===== src/rtl/nrdiv_pkg.sv =====
package nrdiv_pkg;
  typedef enum logic [1:0] {
    ST_IDLE = 2'd0,
    ST_STEP = 2'd1,
    ST_FIX  = 2'd2
  } nrdiv_state_t;
endpackage


===== src/rtl/nrdiv_step.sv =====
// One non-restoring iteration: double the partial remainder, shift in the
// next dividend bit, then subtract or add the divisor according to the sign.
module nrdiv_step #(
  parameter int W = 32
) (
  input  logic [W:0]   prem_in,   // signed partial remainder, W+1 bits
  input  logic         next_bit,  // dividend bit shifted in
  input  logic [W-1:0] dvs,
  output logic [W:0]   prem_out,
  output logic         qbit
);
  localparam int XW = W + 2;

  logic [XW-1:0] doubled;
  logic [XW-1:0] dvs_ext;
  logic [XW-1:0] sum;

  always_comb begin
    doubled = {prem_in, next_bit};
    dvs_ext = {2'b00, dvs};
    if (prem_in[W]) sum = doubled + dvs_ext;
    else            sum = doubled - dvs_ext;
    // result lies in [-d, d) and fits in W+1 signed bits
    prem_out = sum[W:0];
    qbit     = ~sum[W];
  end
endmodule


===== src/rtl/nrdiv_fsm.sv =====
module nrdiv_fsm
  import nrdiv_pkg::*;
#(
  parameter int W = 32
) (
  input  logic clk,
  input  logic rst,
  input  logic start,
  output logic load,
  output logic step_en,
  output logic fix_en,
  output logic busy,
  output logic done
);
  localparam int CW = (W > 2) ? $clog2(W) : 1;
  localparam logic [CW-1:0] LAST = CW'(W - 1);

  nrdiv_state_t state;
  logic [CW-1:0] cnt;

  assign load    = start && (state == ST_IDLE);
  assign step_en = (state == ST_STEP);
  assign fix_en  = (state == ST_FIX);
  assign busy    = (state != ST_IDLE);

  always_ff @(posedge clk) begin
    if (rst) begin
      state <= ST_IDLE;
      cnt   <= '0;
      done  <= 1'b0;
    end else begin
      done <= 1'b0;
      case (state)
        ST_IDLE: if (start) begin
          state <= ST_STEP;
          cnt   <= '0;
        end
        ST_STEP: begin
          cnt <= cnt + 1'b1;
          if (cnt == LAST) state <= ST_FIX;
        end
        ST_FIX: begin
          state <= ST_IDLE;
          done  <= 1'b1;
        end
        default: state <= ST_IDLE;
      endcase
    end
  end

  // completion is a single-cycle pulse
  p_done_pulse_r2: assert property (@(posedge clk) disable iff (rst)
    done |=> !done);

  // the correction cycle always follows a step cycle
  p_fix_after_step_r2: assert property (@(posedge clk) disable iff (rst)
    (state == ST_FIX) |-> ($past(state) == ST_STEP));

  // busy and done never overlap
  p_busy_done_excl_r3: assert property (@(posedge clk) disable iff (rst)
    done |-> !busy);

  // a start during a running step does not restart or end the run
  p_start_ignored_r4: assert property (@(posedge clk) disable iff (rst)
    (step_en && start && (cnt != LAST)) |=> step_en);
endmodule


===== src/rtl/nrdiv_core.sv =====
module nrdiv_core #(
  parameter int W = 32
) (
  input  logic         clk,
  input  logic         rst,
  input  logic         load,
  input  logic         step_en,
  input  logic         fix_en,
  input  logic [W-1:0] dividend,
  input  logic [W-1:0] divisor,
  output logic [W-1:0] quot_lo,
  output logic [W-1:0] rem_hi,
  output logic         div_zero
);
  logic [W:0]   prem;
  logic [W-1:0] acc;
  logic [W-1:0] dvs;
  logic         zflag;

  logic [W:0]   prem_nxt;
  logic         qbit;
  logic [W:0]   prem_fix;

  nrdiv_step #(.W(W)) u_step (
    .prem_in  (prem),
    .next_bit (acc[W-1]),
    .dvs      (dvs),
    .prem_out (prem_nxt),
    .qbit     (qbit)
  );

  // single add-back when the last partial remainder is negative
  always_comb begin
    if (prem[W]) prem_fix = prem + {1'b0, dvs};
    else         prem_fix = prem;
  end

  always_ff @(posedge clk) begin
    if (rst) begin
      prem     <= '0;
      acc      <= '0;
      dvs      <= '0;
      zflag    <= 1'b0;
      quot_lo  <= '0;
      rem_hi   <= '0;
      div_zero <= 1'b0;
    end else begin
      if (load) begin
        prem  <= '0;
        acc   <= dividend;
        dvs   <= divisor;
        zflag <= (divisor == '0);
      end else if (step_en) begin
        prem <= prem_nxt;
        acc  <= {acc[W-2:0], qbit};
      end
      if (fix_en) begin
        quot_lo  <= acc;
        rem_hi   <= prem_fix[W-1:0];
        div_zero <= zflag;
      end
    end
  end

  // corrected remainder is below a non-zero divisor
  p_rem_below_div_r8: assert property (@(posedge clk) disable iff (rst)
    (fix_en && !zflag) |=> (rem_hi < dvs));

  // zero divisor yields an all-ones quotient and the dividend back
  p_zero_ones_r5: assert property (@(posedge clk) disable iff (rst)
    (fix_en && zflag) |=> (div_zero && (quot_lo == {W{1'b1}})));
endmodule


===== src/rtl/seq_udiv_nr.sv =====
module seq_udiv_nr #(
  parameter int W = 32
) (
  input  logic         clk,
  input  logic         rst,
  input  logic         start,
  input  logic [W-1:0] dividend,
  input  logic [W-1:0] divisor,
  output logic         busy,
  output logic         done,
  output logic [W-1:0] quot_lo,
  output logic [W-1:0] rem_hi,
  output logic         div_zero
);
  logic load;
  logic step_en;
  logic fix_en;

  nrdiv_fsm #(.W(W)) u_fsm (
    .clk     (clk),
    .rst     (rst),
    .start   (start),
    .load    (load),
    .step_en (step_en),
    .fix_en  (fix_en),
    .busy    (busy),
    .done    (done)
  );

  nrdiv_core #(.W(W)) u_core (
    .clk      (clk),
    .rst      (rst),
    .load     (load),
    .step_en  (step_en),
    .fix_en   (fix_en),
    .dividend (dividend),
    .divisor  (divisor),
    .quot_lo  (quot_lo),
    .rem_hi   (rem_hi),
    .div_zero (div_zero)
  );

  // results move only together with the done pulse
  p_hold_results_r6: assert property (@(posedge clk) disable iff (rst)
    !$rose(done) |-> ($stable(quot_lo) && $stable(rem_hi) && $stable(div_zero)));
endmodule


===== config.mk =====
export PLATFORM = sky130hd
export DESIGN_NAME = seq_udiv_nr
export DESIGN_NICKNAME = d
export VERILOG_FILES = /design/src/rtl/nrdiv_pkg.sv /design/src/rtl/nrdiv_step.sv /design/src/rtl/nrdiv_fsm.sv /design/src/rtl/nrdiv_core.sv /design/src/rtl/seq_udiv_nr.sv
export SDC_FILE = /design/constraint.sdc
export NUM_CORES = 1
export LEC_CHECK = 0
export ABC_AREA = 1
export BUFFER_PORTS_ARGS = -buffer_cell sky130_fd_sc_hd__buf_2
export CELL_PAD_IN_SITES_DETAIL_PLACEMENT = 1
export CELL_PAD_IN_SITES_GLOBAL_PLACEMENT = 1
export CORE_MARGIN = 4
export CORE_UTILIZATION = 38
export CTS_BUF_LIST = sky130_fd_sc_hd__clkbuf_16
export CTS_CLUSTER_SIZE = 16
export DETAILED_ROUTE_END_ITERATION = 10
export PLACE_DENSITY_LB_ADDON = 0.08
export SLEW_MARGIN = 20
export SYNTH_ARGS = -nofsm -noshare
export SYNTH_HDL_FRONTEND = slang
export SYNTH_SLANG_ARGS = --single-unit

===== constraint.sdc =====
create_clock -name clk -period 2.79 [get_ports clk]
set_input_delay 0.279 -clock clk [delete_from_list [all_inputs] [get_ports clk]]
set_output_delay 0.279 -clock clk [all_outputs]
set_load 0.02 [all_outputs]

==> results by group <==
Cells and area
  – Fraction of the core area covered by cells at the end of the flow: 49.6%
  – Number of diodes: 0
  – Area of the multi-input gates: 0.00794 mm²
  – Fill count: 4109
  – Layout Area Growth over Synthesis: 28.7%
  – Share of final-layout standard cells stronger than drive strength 1: 23.3%
  – Fin cells: 2538
  – Sequential cell area in the final layout: 0.00343 mm²
  – Final Net Count: 2264
  – Layout Cell Area excl Fill: 0.0152 mm²

STA
  – Final Slew Violations: 0
  – Maximum frequency from static timing analysis: 0.331 GHz
  – Total setup violations reported at the end of the flow: 20
  – Least-Margin Pin Slew: 0.661 ns
  – Worst path setup slack after routing: -0.233 ns
  – Rel. slew slack: 55.9%
  – Clock skew after layout: 0.0137 ns
  – Min Clock Period, post-route: 3.02 ns
  – Final Hold Violating Endpoints: 0
  – Worst hold slack after final layout: 0.0730 ns
  – Setup repair after global routing missed its margin: true
  – Final worst-path cycle share: 108%

Die
  – Overall die width: 184 µm
  – Standard-cell rows: 64
  – I/O pin total: 134
  – Initial Utilization: 38.5%
  – Overall die area: 0.0340 mm²
  – Die boundary height: 184 µm
  – Core region area: 0.0307 mm²

Critical path
  – Req. time, crit path: 3.15 ns
  – Crit path capture type: register
  – Launch point of the worst reg-to-reg path: u_core.dvs[1]
  – Biggest cell delay along the critical path: 0.34 ns
  – Class of the most critical setup path: reg2reg
  – Crit-path max FO: 4
  – Critical-path cell list: inv_2 -> ha_4 -> nand3_4 -> nor3_4 -> nand3_2 -> o21ai_2 -> xor2_1 -> ha_1 -> a21oi_2 -> o21ai_1 -> a21oi_1 -> nand2_2 -> buf_4 -> nand2_1 -> nand2_1 -> o21ai_1 -> inv_1
  – Worst setup path startpoint: u_core.dvs[1]
  – Crit path launch type: register
  – Cell with the biggest individual delay on the critical path: sky130_fd_sc_hd__ha_1
  – Critical path data arrival time: 3.38 ns

Synthesis
  – Post-synthesis cell count: 1895
  – Yosys top cell by area: sky130_fd_sc_hd__dfxtp_1
  – Fraction of registers with async set or reset after synthesis: 0%
  – Mapped Nets: 2030
  – Synth top area cells: sky130_fd_sc_hd__dfxtp_1 29%, sky130_fd_sc_hd__nand2_1 17%, sky130_fd_sc_hd__inv_1 7.8%
  – Number of warning messages in the yosys log: 0
  – Post-synthesis sequential element count: 171
  – Sequential area share after synthesis: 29.0%
  – Top_reg_cell synth: sky130_fd_sc_hd__dfxtp_1
  – Netlist area before placement: 0.0118 mm²
  – Number of distinct standard cells referenced by the synthesized netlist: 45
  – Average instance area after synthesis: 6.24 µm²
  – Most repeated cell in the gate-level netlist after synthesis: sky130_fd_sc_hd__nand2_1
  – Proportion of netlist area held by the largest area contributor: 29.0%
  – Number of flops mapped to enable cells by yosys: 0
  – Synth top cells by count: 530 x sky130_fd_sc_hd__nand2_1, 246 x sky130_fd_sc_hd__inv_1, 215 x sky130_fd_sc_hd__nor2_1, 174 x sky130_fd_sc_hd__a21oi_1, 171 x sky130_fd_sc_hd__dfxtp_1

Detailed routing
  – DR vias: 13300
  – Drt wl/cell: 18.5 µm
  – Post-route DRC: 0
  – Aggregate routed wire length: 47000 µm
  – Number of antenna-violating nets in the routed design: 0
  – Number of search-and-repair iterations in the first detailed-routing pass: 5
  – Metal-1 WL: 20900 µm
  – Met3 routed wirelength: 1720 µm
  – DR vias/cell: 5.22
  – Top layer reached by signal wires: met4
  – Initial drt markers: 608
  – Met2 layer wire length in the routed design: 22800 µm

Global route
  – Tot GR Track Use: 26.4%
  – Antenna violations before repair: 0
  – Total grt overflow: 0
  – Wire length of the first global-routing pass: 70900 µm
  – Pin count of the biggest net entering global routing: 73
  – Vias in the first global route: 13300

CTS
  – Number of buffers added by the clock tree synthesis step: 17
  – Root cell of the clock tree: sky130_fd_sc_hd__clkbuf_16
  – TritonCTS Sinks: 171
  – Reg clk slew, reported paths: 0.07 ns
  – Bufs on Longest Clock Path: 2
  – Clock tree from TritonCTS: done
  – CTS H-tree lvls: 4
  – Clock latency on the worst-skew pair: 0.46 ns
  – # hold bufs at CTS: 0

Placement
  – DP HPWL: 35900 µm
  – Weighted congestion reported at the end of routability-driven placement: 0.912
  – Number of port buffers: 133
  – Inst Count DP: 2484
  – Standard cell area after detailed placement: 0.0137 mm²

Status
  – Result of the run: finished, violations left
  – Violated checks: negative setup slack

Pwr
  – Static power due to leakage: 7.50 nW
  – Tot Pwr: 0.00852 W
  – Clock group share of total power: 28.7%
  – Maximum ir drop on the vdd rail: 0.475 mV
  – Switch share: 39.4%
  – Internal power contribution: 0.00516 W
  – Power Density: 560 mW/mm²
  – Power dissipated by switching net loads: 0.00336 W
  – Combinational Power Share: 39.7%
  – Sequential fraction of design power: 31.6%

Run
  – Count of maximum capacitance violations: 0

Worst hold path
  – Worst Hold Launch: dividend[1]
  – Min-Delay Path Class: in2reg
area by class of cell:
| class | count | area share (%) |
|---|---|---|
| Multi-Input combinational cell | 1408 | 52.2 |
| Sequential cell | 171 | 22.5 |
| Timing Repair Buffer | 279 | 11.9 |
| Inverter | 252 | 6.28 |
| Tap cell | 396 | 3.26 |
| Clock buffer | 17 | 2.80 |
| Clock inverter | 15 | 1.04 |
power groups by stage:
| stage | clock network [W] | logic (W) | registers [W] |
|---|---|---|---|
| 2_1_floorplan | 0 | 0.00163 | 0.00268 |
| 3_3_place_gp | 0 | 0.00261 | 0.00274 |
| 3_5_place_dp | 0 | 0.00267 | 0.00274 |
| 4_1_cts | 0.00248 | 0.00293 | 0.00268 |
| 5_1_grt | 0.00258 | 0.00369 | 0.00270 |
| 6_report | 0.00244 | 0.00338 | 0.00269 |
layout by cell type (no fill, tap or decap), types with 10 or more instances in the layout:
master                      synthesis  layout
sky130_fd_sc_hd__nor2_4             6      21
sky130_fd_sc_hd__inv_2              6      10
sky130_fd_sc_hd__nand3_2            9      11
sky130_fd_sc_hd__a31oi_1           32      32
sky130_fd_sc_hd__nor2_1           215     189
sky130_fd_sc_hd__xor2_1            52      46
sky130_fd_sc_hd__a21oi_1          174     148
sky130_fd_sc_hd__inv_1            246     238
sky130_fd_sc_hd__buf_2             17     133
sky130_fd_sc_hd__a21oi_2            4      21
sky130_fd_sc_hd__nand2_1          530     497
sky130_fd_sc_hd__ha_1              66      55
sky130_fd_sc_hd__o21ai_1            6      17
sky130_fd_sc_hd__nand3_1           90      85
sky130_fd_sc_hd__nor2_2             5      16
sky130_fd_sc_hd__nand4_1           14      14
sky130_fd_sc_hd__dfxtp_1          171     168
sky130_fd_sc_hd__o21ai_0          123     104
sky130_fd_sc_hd__nand2_2           18      45
sky130_fd_sc_hd__buf_4              2     137
sky130_fd_sc_hd__clkbuf_16          0      17
worst max-delay path, delay by kind of cell (launching register included):
family	cells	cell delay [ns]
AND/OR/NAND/NOR	6	0.73
flip-flops	1	0.33
buffers and inverters	3	0.30
XOR/XNOR	1	0.23
AO/OA/AOI/OAI	5	0.83
adder cells (fa/ha/maj)	2	0.50
cell families (layout without fill, tap and decap cells):
kind of cell / after synthesis / count (layout) / synth area share [%]
buffers and inverters: 316 / 563 / 10.3
adders and majority gates: 68 / 68 / 7.32
xor gates and xnor gates: 57 / 57 / 4.22
DFF: 171 / 171 / 29.0
and+or+nand+nor: 919 / 919 / 32.6
AOI/OAI and AO/OA: 364 / 364 / 16.6
routing by layer:
layer | GRT usage (%) | vias to the layer above
li1 | - | 6546
met1 | 33.5 | 6345
met2 | 46.0 | 286
met3 | 3.95 | 80
met4 | 8.81 | 0
met5 | 0 | -
worst paths after layout:
check,cells past startpoint,slack [ns],to
hold / removal,3,0.07,u_core.acc[1]
setup / recovery,17,-0.23,u_core.prem[15]
hold reg to reg,2,0.46,u_core.rem_hi[21]
setup reg to reg,17,-0.23,u_core.prem[15]
state kept, by name (all words and copies together), names as in the netlist:
| name | cells |
|---|---|
| u_core.rem_hi | 32 |
| u_core.quot_lo | 32 |
| u_fsm.state | 2 |
| u_fsm.done | 1 |
| u_core.prem | 33 |
| u_fsm.cnt | 5 |
| u_core.div_zero | 1 |
| u_core.zflag | 1 |
| u_core.acc | 32 |
| u_core.dvs | 32 |
per-stage QoR:
stage / TNS (ns) / worst slack (ns)
2_1_floorplan: 0 / 0.0628
3_3_place_gp: -3.00 / -0.268
3_5_place_dp: -5.37 / -0.408
4_1_cts: -2.61 / -0.222
5_1_grt: -7.36 / -0.486
6_report: -3.30 / -0.233
repair_timing:
item / in CTS / in global routing
setup buffers: 14 / 9
endpoints found under the setup margin: 20 / 26
pin swaps: 41 / 56
gates resized for setup: 89 / 124
No activity file was read; power rests on OpenSTA's default activity.
